**config.mk**
```make
export PLATFORM = sky130hd
export DESIGN_NAME = wm_result_fifo
export DESIGN_NICKNAME = d
export VERILOG_FILES = /design/src/rtl/wm_result_fifo_pkg.sv /design/src/rtl/wm_result_fifo_dp.sv /design/src/rtl/wm_result_fifo_ctrl.sv /design/src/rtl/wm_result_fifo.sv
export SDC_FILE = /design/constraint.sdc
export NUM_CORES = 1
export LEC_CHECK = 0
export ABC_AREA = 0
export BUFFER_PORTS_ARGS = -buffer_cell sky130_fd_sc_hd__buf_2
export CORE_MARGIN = 3
export CORE_UTILIZATION = 50
export CTS_CLUSTER_SIZE = 30
export DETAILED_ROUTE_END_ITERATION = 7
export PLACE_DENSITY = 0.67
export SYNTH_ARGS = -nofsm -noshare
export SYNTH_HDL_FRONTEND = slang
export SYNTH_HIERARCHICAL = 1
export SYNTH_SLANG_ARGS = --single-unit
```
**constraint.sdc**
```tcl
create_clock -name clk -period 6.15 [get_ports clk]
set_clock_uncertainty 0.05 [all_clocks]
set_input_delay 0.615 -clock clk [delete_from_list [all_inputs] [get_ports clk]]
set_output_delay 0.615 -clock clk [all_outputs]
set_load 0.005 [all_outputs]
```
**src/rtl/wm_result_fifo_pkg.sv**
```systemverilog
package wm_result_fifo_pkg;
  typedef struct packed {
    logic push;
    logic pop;
  } fifoStrobes_t;
endpackage

```
**src/rtl/wm_result_fifo_dp.sv**
```systemverilog
module wm_result_fifo_dp
  import wm_result_fifo_pkg::*;
#(
  parameter int DEPTH = 16,
  parameter int DW    = 24,
  localparam int AW   = $clog2(DEPTH),
  localparam int CW   = AW + 1
) (
  input  logic          clk,
  input  logic          rstN,
  input  fifoStrobes_t  strobes,
  input  logic [DW-1:0] wrData,
  output logic [DW-1:0] headData,
  output logic [CW-1:0] count,
  output logic          isFull,
  output logic          isEmpty
);
  localparam logic [CW-1:0] DEPTH_C = CW'(DEPTH);

  logic [DW-1:0] store [DEPTH];
  logic [AW-1:0] wrPtr, rdPtr;

  function automatic logic [AW-1:0] nextPtr(input logic [AW-1:0] p);
    return (p == AW'(DEPTH - 1)) ? '0 : p + 1'b1;
  endfunction

  always_ff @(posedge clk) begin
    if (strobes.push) store[wrPtr] <= wrData;
  end

  always_ff @(posedge clk) begin
    if (!rstN) begin
      wrPtr <= '0;
      rdPtr <= '0;
      count <= '0;
    end else begin
      if (strobes.push) wrPtr <= nextPtr(wrPtr);
      if (strobes.pop)  rdPtr <= nextPtr(rdPtr);
      case ({strobes.push, strobes.pop})
        2'b10:   count <= count + 1'b1;
        2'b01:   count <= count - 1'b1;
        default: count <= count;
      endcase
    end
  end

  assign headData = store[rdPtr];
  assign isFull   = (count == DEPTH_C);
  assign isEmpty  = (count == '0);

  // level never exceeds the buffer size
  a_r6_level_bound: assert property (@(posedge clk) disable iff (!rstN)
    count <= DEPTH_C);
  // a pop strobe only reaches the datapath with stored data
  a_r9_no_underflow: assert property (@(posedge clk) disable iff (!rstN)
    strobes.pop |-> count != '0);
  // write and read never share a cycle
  a_r5_no_concurrent: assert property (@(posedge clk) disable iff (!rstN)
    !(strobes.push && strobes.pop));
endmodule

```
**src/rtl/wm_result_fifo_ctrl.sv**
```systemverilog
module wm_result_fifo_ctrl
  import wm_result_fifo_pkg::*;
#(
  parameter int DEPTH = 16,
  localparam int AW   = $clog2(DEPTH),
  localparam int CW   = AW + 1
) (
  input  logic          clk,
  input  logic          rstN,
  input  logic          resultValid,
  input  logic          rdPop,
  input  logic          burstEnd,
  input  logic          lostClr,
  input  logic [CW-1:0] cfgWatermark,
  input  logic [CW-1:0] count,
  input  logic          isFull,
  input  logic          isEmpty,
  output fifoStrobes_t  strobes,
  output logic          readBusy,
  output logic          lostFlag,
  output logic          irq
);
  logic dropNow;

  always_comb begin
    strobes.pop  = rdPop && !isEmpty;
    strobes.push = resultValid && !isFull && !rdPop && !readBusy;
    dropNow      = resultValid && !strobes.push;
  end

  always_ff @(posedge clk) begin
    if (!rstN) begin
      readBusy <= 1'b0;
      lostFlag <= 1'b0;
    end else begin
      if (burstEnd)                               readBusy <= 1'b0;
      else if (strobes.pop && count == CW'(1))    readBusy <= 1'b0;
      else if (strobes.pop)                       readBusy <= 1'b1;
      lostFlag <= dropNow || (lostFlag && !lostClr);
    end
  end

  assign irq = (cfgWatermark != '0) && (count >= cfgWatermark);

  // flag holds until cleared
  a_r7_lost_sticky: assert property (@(posedge clk) disable iff (!rstN)
    (lostFlag && !lostClr) |=> lostFlag);
  // a result during a burst sets the flag
  a_r5_busy_drop: assert property (@(posedge clk) disable iff (!rstN)
    (resultValid && readBusy) |=> lostFlag);
  // burst never outlives the stored data
  a_r8_busy_nonempty: assert property (@(posedge clk) disable iff (!rstN)
    readBusy |-> !isEmpty);
  // a rising interrupt with a stable watermark follows a write
  a_r3_irq_rise: assert property (@(posedge clk) disable iff (!rstN)
    ($rose(irq) && $stable(cfgWatermark)) |-> $past(strobes.push));
endmodule

```
**src/rtl/wm_result_fifo.sv**
```systemverilog
module wm_result_fifo
  import wm_result_fifo_pkg::*;
#(
  parameter int DEPTH = 16,
  parameter int DW    = 24,
  localparam int AW   = $clog2(DEPTH),
  localparam int CW   = AW + 1
) (
  input  logic          clk,
  input  logic          rstN,
  input  logic          resultValid,
  input  logic [DW-1:0] resultData,
  input  logic          rdPop,
  output logic [DW-1:0] rdData,
  input  logic          burstEnd,
  input  logic [CW-1:0] cfgWatermark,
  input  logic          lostClr,
  output logic [CW-1:0] level,
  output logic          fifoEmpty,
  output logic          readBusy,
  output logic          irq,
  output logic          lostFlag
);
  fifoStrobes_t strobes;
  logic isFull;

  wm_result_fifo_ctrl #(.DEPTH(DEPTH)) uCtrl (
    .clk(clk), .rstN(rstN), .resultValid(resultValid), .rdPop(rdPop),
    .burstEnd(burstEnd), .lostClr(lostClr), .cfgWatermark(cfgWatermark),
    .count(level), .isFull(isFull), .isEmpty(fifoEmpty), .strobes(strobes),
    .readBusy(readBusy), .lostFlag(lostFlag), .irq(irq)
  );

  wm_result_fifo_dp #(.DEPTH(DEPTH), .DW(DW)) uDp (
    .clk(clk), .rstN(rstN), .strobes(strobes), .wrData(resultData),
    .headData(rdData), .count(level), .isFull(isFull), .isEmpty(fifoEmpty)
  );

  // a zero watermark keeps the interrupt low
  a_r4_irq_off: assert property (@(posedge clk) disable iff (!rstN)
    (cfgWatermark == '0) |-> !irq);
  // during a burst without pop the level is frozen
  a_r5_level_frozen: assert property (@(posedge clk) disable iff (!rstN)
    (readBusy && !rdPop) |=> $stable(level));
endmodule

```
==> flow_summary.json <==
{
  "grt_most_used_layer": "met2",
  "critical_path.reg2reg.endpoint": "uDp/count[4]$_SDFFE_PN0P_",
  "postSynthNetCount": 785,
  "synth_area_um2": 15600,
  "setup_tns_ns": 0,
  "holdBufCountCts": 0,
  "tritoncts_clock_tree": "built",
  "dieHeight_um": 182,
  "place_congestion": 0.776,
  "postCtsSetupBuffers": 0,
  "layout-area-overhead-vs-synth_pct": 13.2,
  "route.final.wire_length_mm": 32.0,
  "setup_viol": 0,
  "port-buffer-count": 67,
  "crit_arrival_ns": 4.34,
  "ys_ff_latch": 403,
  "cts_sinks": 403,
  "crit_end_element": "register",
  "grt_util_met2": 0.328,
  "netlist-cell-type-count": 39,
  "slew_violations": 0,
  "die_area_um2": 33300,
  "number_of_failing_hold_endpoints_at_the_final_stage": 0,
  "timing.setup.critical_path_class": "reg -> reg",
  "max_slew.worst_pin.slew_ns": 1.10,
  "timing.hold.worst.start": "burstEnd",
  "largest_net_degree_at_the_start_of_global_routing": 57,
  "crit_start_category": "register",
  "core_area_um2": 30200,
  "synth_top_cell_area_share": 0.740,
  "vias_per_cell": 6.07,
  "tritoncts.num_buffers": 40,
  "dpl.hpwl_mm": 16.8,
  "final_total_power_w": 0.00641,
  "post-route-worst-setup-slack_ns": 2.21,
  "dp_worst_setup_slack_ns": 2.34,
  "ctsHtreeMaxLevel": 2,
  "use_met3": 0.0329,
  "run_status": "completed",
  "crit-reg2reg-launch": "uDp/count[1]$_SDFFE_PN0P_",
  "power.density_nw_per_um2": 364,
  "maxCapViolations": 0,
  "initial_utilization": 0.516,
  "drt_iter0_markers": 788,
  "layout.nets": 879,
  "routedWlPerCell_um": 25.6,
  "relSlewSlack": 0.269,
  "worst_setup_path_endpoint": "uDp/count[4]$_SDFFE_PN0P_",
  "syn_area_per_cell_um2": 21.2,
  "min-delay-path-class": "in -> reg",
  "synth.yosys.seq_area_share": 0.765,
  "root_buffer": "sky130_fd_sc_hd__clkbuf_16",
  "period_share": 0.640,
  "critPathLaunch": "uDp/count[1]$_SDFFE_PN0P_",
  "final_layout_size_suffix_gt1_frac": 0.277,
  "period_needed_ns": 3.94,
  "antenna-diode-count": 0,
  "achievable-frequency_mhz": 254,
  "vdd.ir_drop.worst_mv": 0.231,
  "io-pin-count": 68,
  "synth-warning-count": 6,
  "grt_first_pass_wirelength_mm": 48.9,
  "synth_top_cell_by_area": "sky130_fd_sc_hd__edfxtp_1",
  "grt_setup_unrepaired": "false",
  "static-leakage-power_nw": 5.68,
  "globalRouteTotalUtil": 0.197,
  "postRouteAntennaNets": 0,
  "routed_vias": 7572,
  "fp-row-count": 63,
  "globalRouteMet1Util": 0.277,
  "worstPathRequired_ns": 6.55,
  "synth.area.top_cells": "sky130_fd_sc_hd__edfxtp_1 (74%), sky130_fd_sc_hd__mux4_2 (14%), sky130_fd_sc_hd__dfxtp_1 (2.4%), sky130_fd_sc_hd__a22oi_1 (2.3%), sky130_fd_sc_hd__ha_1 (1.1%)",
  "synth_cells": 736,
  "cts_resized": 0,
  "die_x_um": 182,
  "worst-r2r-cell-count": 10,
  "drt_pass1_iterations": 7,
  "worstPathMaxFanout": 10,
  "gr-total-overflow": 0,
  "ctsLongestPathBuffers": 3,
  "clk_pin_slew_ns": 0.06,
  "first_global_vias": 7995,
  "drc": 0,
  "timing.reg2reg.setup_slack_ns": 2.21,
  "clk_latency_ns": 0.51,
  "grt_antenna_before_repair": 0
}
## metrics by stage
stage	utilization	cell area [µm²]	instances	hold WS, ns
finish	0.584	17600	1248	0.213
global route	0.584	17600	1248	0.219
CTS	0.584	17600	1248	0.201
detailed placement	0.543	16400	1178	0.430
global placement	0.543	16400	1178	0.419
floorplan	-	15600	736	0.422
## how the worst min path moves through the flow
stage	endpoint	slack [ns]	cells after the start
2_1_floorplan	uCtrl/lostFlag$_SDFF_PN0_	0.42	2
3_3_place_gp	uCtrl/lostFlag$_SDFF_PN0_	0.42	2
3_5_place_dp	uCtrl/lostFlag$_SDFF_PN0_	0.43	2
4_1_cts	uCtrl/readBusy$_SDFFE_PP0P_	0.20	2
5_1_grt	uCtrl/readBusy$_SDFFE_PP0P_	0.22	2
6_report	uCtrl/readBusy$_SDFFE_PP0P_	0.21	2
## state kept, by name, indices dropped and copies added, names as in the netlist, named ones only
| register | count |
|---|---|
| uDp/store | 384 |
| uDp/count | 5 |
| uDp/rdPtr | 4 |
| uDp/wrPtr | 4 |
| uCtrl/lostFlag | 1 |
| uCtrl/readBusy | 1 |
## critical path, cell delays in order, from the launching register on
cell and delay [ns]:
sky130_fd_sc_hd__dfxtp_1 0.53, sky130_fd_sc_hd__nor4_1 0.11, sky130_fd_sc_hd__and2_1 0.18, sky130_fd_sc_hd__nor4b_1 0.78
sky130_fd_sc_hd__inv_1 0.28, sky130_fd_sc_hd__ha_1 0.40, sky130_fd_sc_hd__ha_1 0.39, sky130_fd_sc_hd__o21ai_0 0.11
sky130_fd_sc_hd__or3_1 0.37, sky130_fd_sc_hd__a2111oi_0 0.49, sky130_fd_sc_hd__nand4b_1 0.18
## routing by layer
| layer | routed length (µm) | up-vias |
|---|---|---|
| met5 | 0 | - |
| met4 | 462 | 0 |
| met3 | 2370 | 35 |
| met2 | 16100 | 300 |
| met1 | 13000 | 3989 |
| li1 | - | 3248 |
## final cells by class
type / instances / area [µm²]
Sequential cell: 403 / 11900
Clock buffer: 53 / 1070
Tap cell: 390 / 488
Multi-Input combinational cell: 287 / 3450
Clock inverter: 17 / 158
Timing Repair Buffer: 88 / 505
Fill cell: 2165 / 12600
Inverter: 10 / 37.5
## cell usage in the layout (no fill, tap or decap), drive strengths merged, types with 6 or more instances in the layout
cell    synthesis  layout
nand2b          6       6
dfxtp          19      19
buf            16      88
edfxtp        384     384
a22oi          48      48
inv            10      12
clkbuf         20      53
clkinv          0      11
nor2           11      11
o21ai           6       6
ha             14      14
mux4           96      96
and2           19      19
a21oi           7       7
nand3           6       6
nand2          30      30
## Yosys cell counts
cell type / instances
sky130_fd_sc_hd__edfxtp_1: 384
sky130_fd_sc_hd__mux4_2: 96
sky130_fd_sc_hd__a22oi_1: 48
sky130_fd_sc_hd__nand2_1: 30
sky130_fd_sc_hd__clkbuf_1: 20
sky130_fd_sc_hd__and2_1: 19
sky130_fd_sc_hd__dfxtp_1: 19
sky130_fd_sc_hd__ha_1: 14
sky130_fd_sc_hd__buf_2: 11
sky130_fd_sc_hd__nor2_1: 11
sky130_fd_sc_hd__inv_1: 10
sky130_fd_sc_hd__a21oi_1: 7
sky130_fd_sc_hd__nand2b_1: 6
sky130_fd_sc_hd__nand3_1: 6
sky130_fd_sc_hd__o21ai_0: 6
sky130_fd_sc_hd__buf_6: 5
sky130_fd_sc_hd__mux2i_1: 4
sky130_fd_sc_hd__nor2b_1: 4
sky130_fd_sc_hd__xor2_1: 4
sky130_fd_sc_hd__nand4b_1: 3
sky130_fd_sc_hd__or3_1: 3
sky130_fd_sc_hd__a31oi_1: 2
sky130_fd_sc_hd__and3_1: 2
sky130_fd_sc_hd__nand3b_1: 2
sky130_fd_sc_hd__nand4_1: 2
sky130_fd_sc_hd__nor3_1: 2
sky130_fd_sc_hd__nor3b_1: 2
sky130_fd_sc_hd__nor4_1: 2
sky130_fd_sc_hd__o211ai_1: 2
sky130_fd_sc_hd__a2111oi_0: 1
sky130_fd_sc_hd__a211o_1: 1
sky130_fd_sc_hd__a21boi_0: 1
sky130_fd_sc_hd__a21o_1: 1
sky130_fd_sc_hd__nand4bb_1: 1
sky130_fd_sc_hd__nor4b_1: 1
sky130_fd_sc_hd__o22ai_1: 1
sky130_fd_sc_hd__o31a_1: 1
sky130_fd_sc_hd__or4_1: 1
sky130_fd_sc_hd__xnor2_1: 1
## where the power goes
group	leakage (nW)	total [W]	switching, W	internal (W)
sequential	3.61	0.00320	0.000143	0.00306
combinational	1.47	0.000913	0.000404	0.000509
clock	0.591	0.00229	0.000943	0.00135
total	5.68	0.00641	0.00149	0.00492
## cells by family (layout without fill, tap and decap cells)
family | count (synthesis) | after routing | share of synthesized area
flip-flops | 403 | 403 | 0.765
buffers and inverters | 46 | 168 | 0.0144
multiplexers | 100 | 100 | 0.141
adder cells (fa/ha/maj) | 14 | 14 | 0.0112
XOR/XNOR | 5 | 5 | 0.00281
AND/OR/NAND/NOR | 97 | 97 | 0.0331
AO/OA/AOI/OAI | 71 | 71 | 0.0321
No activity file was read; power rests on OpenSTA's default activity.
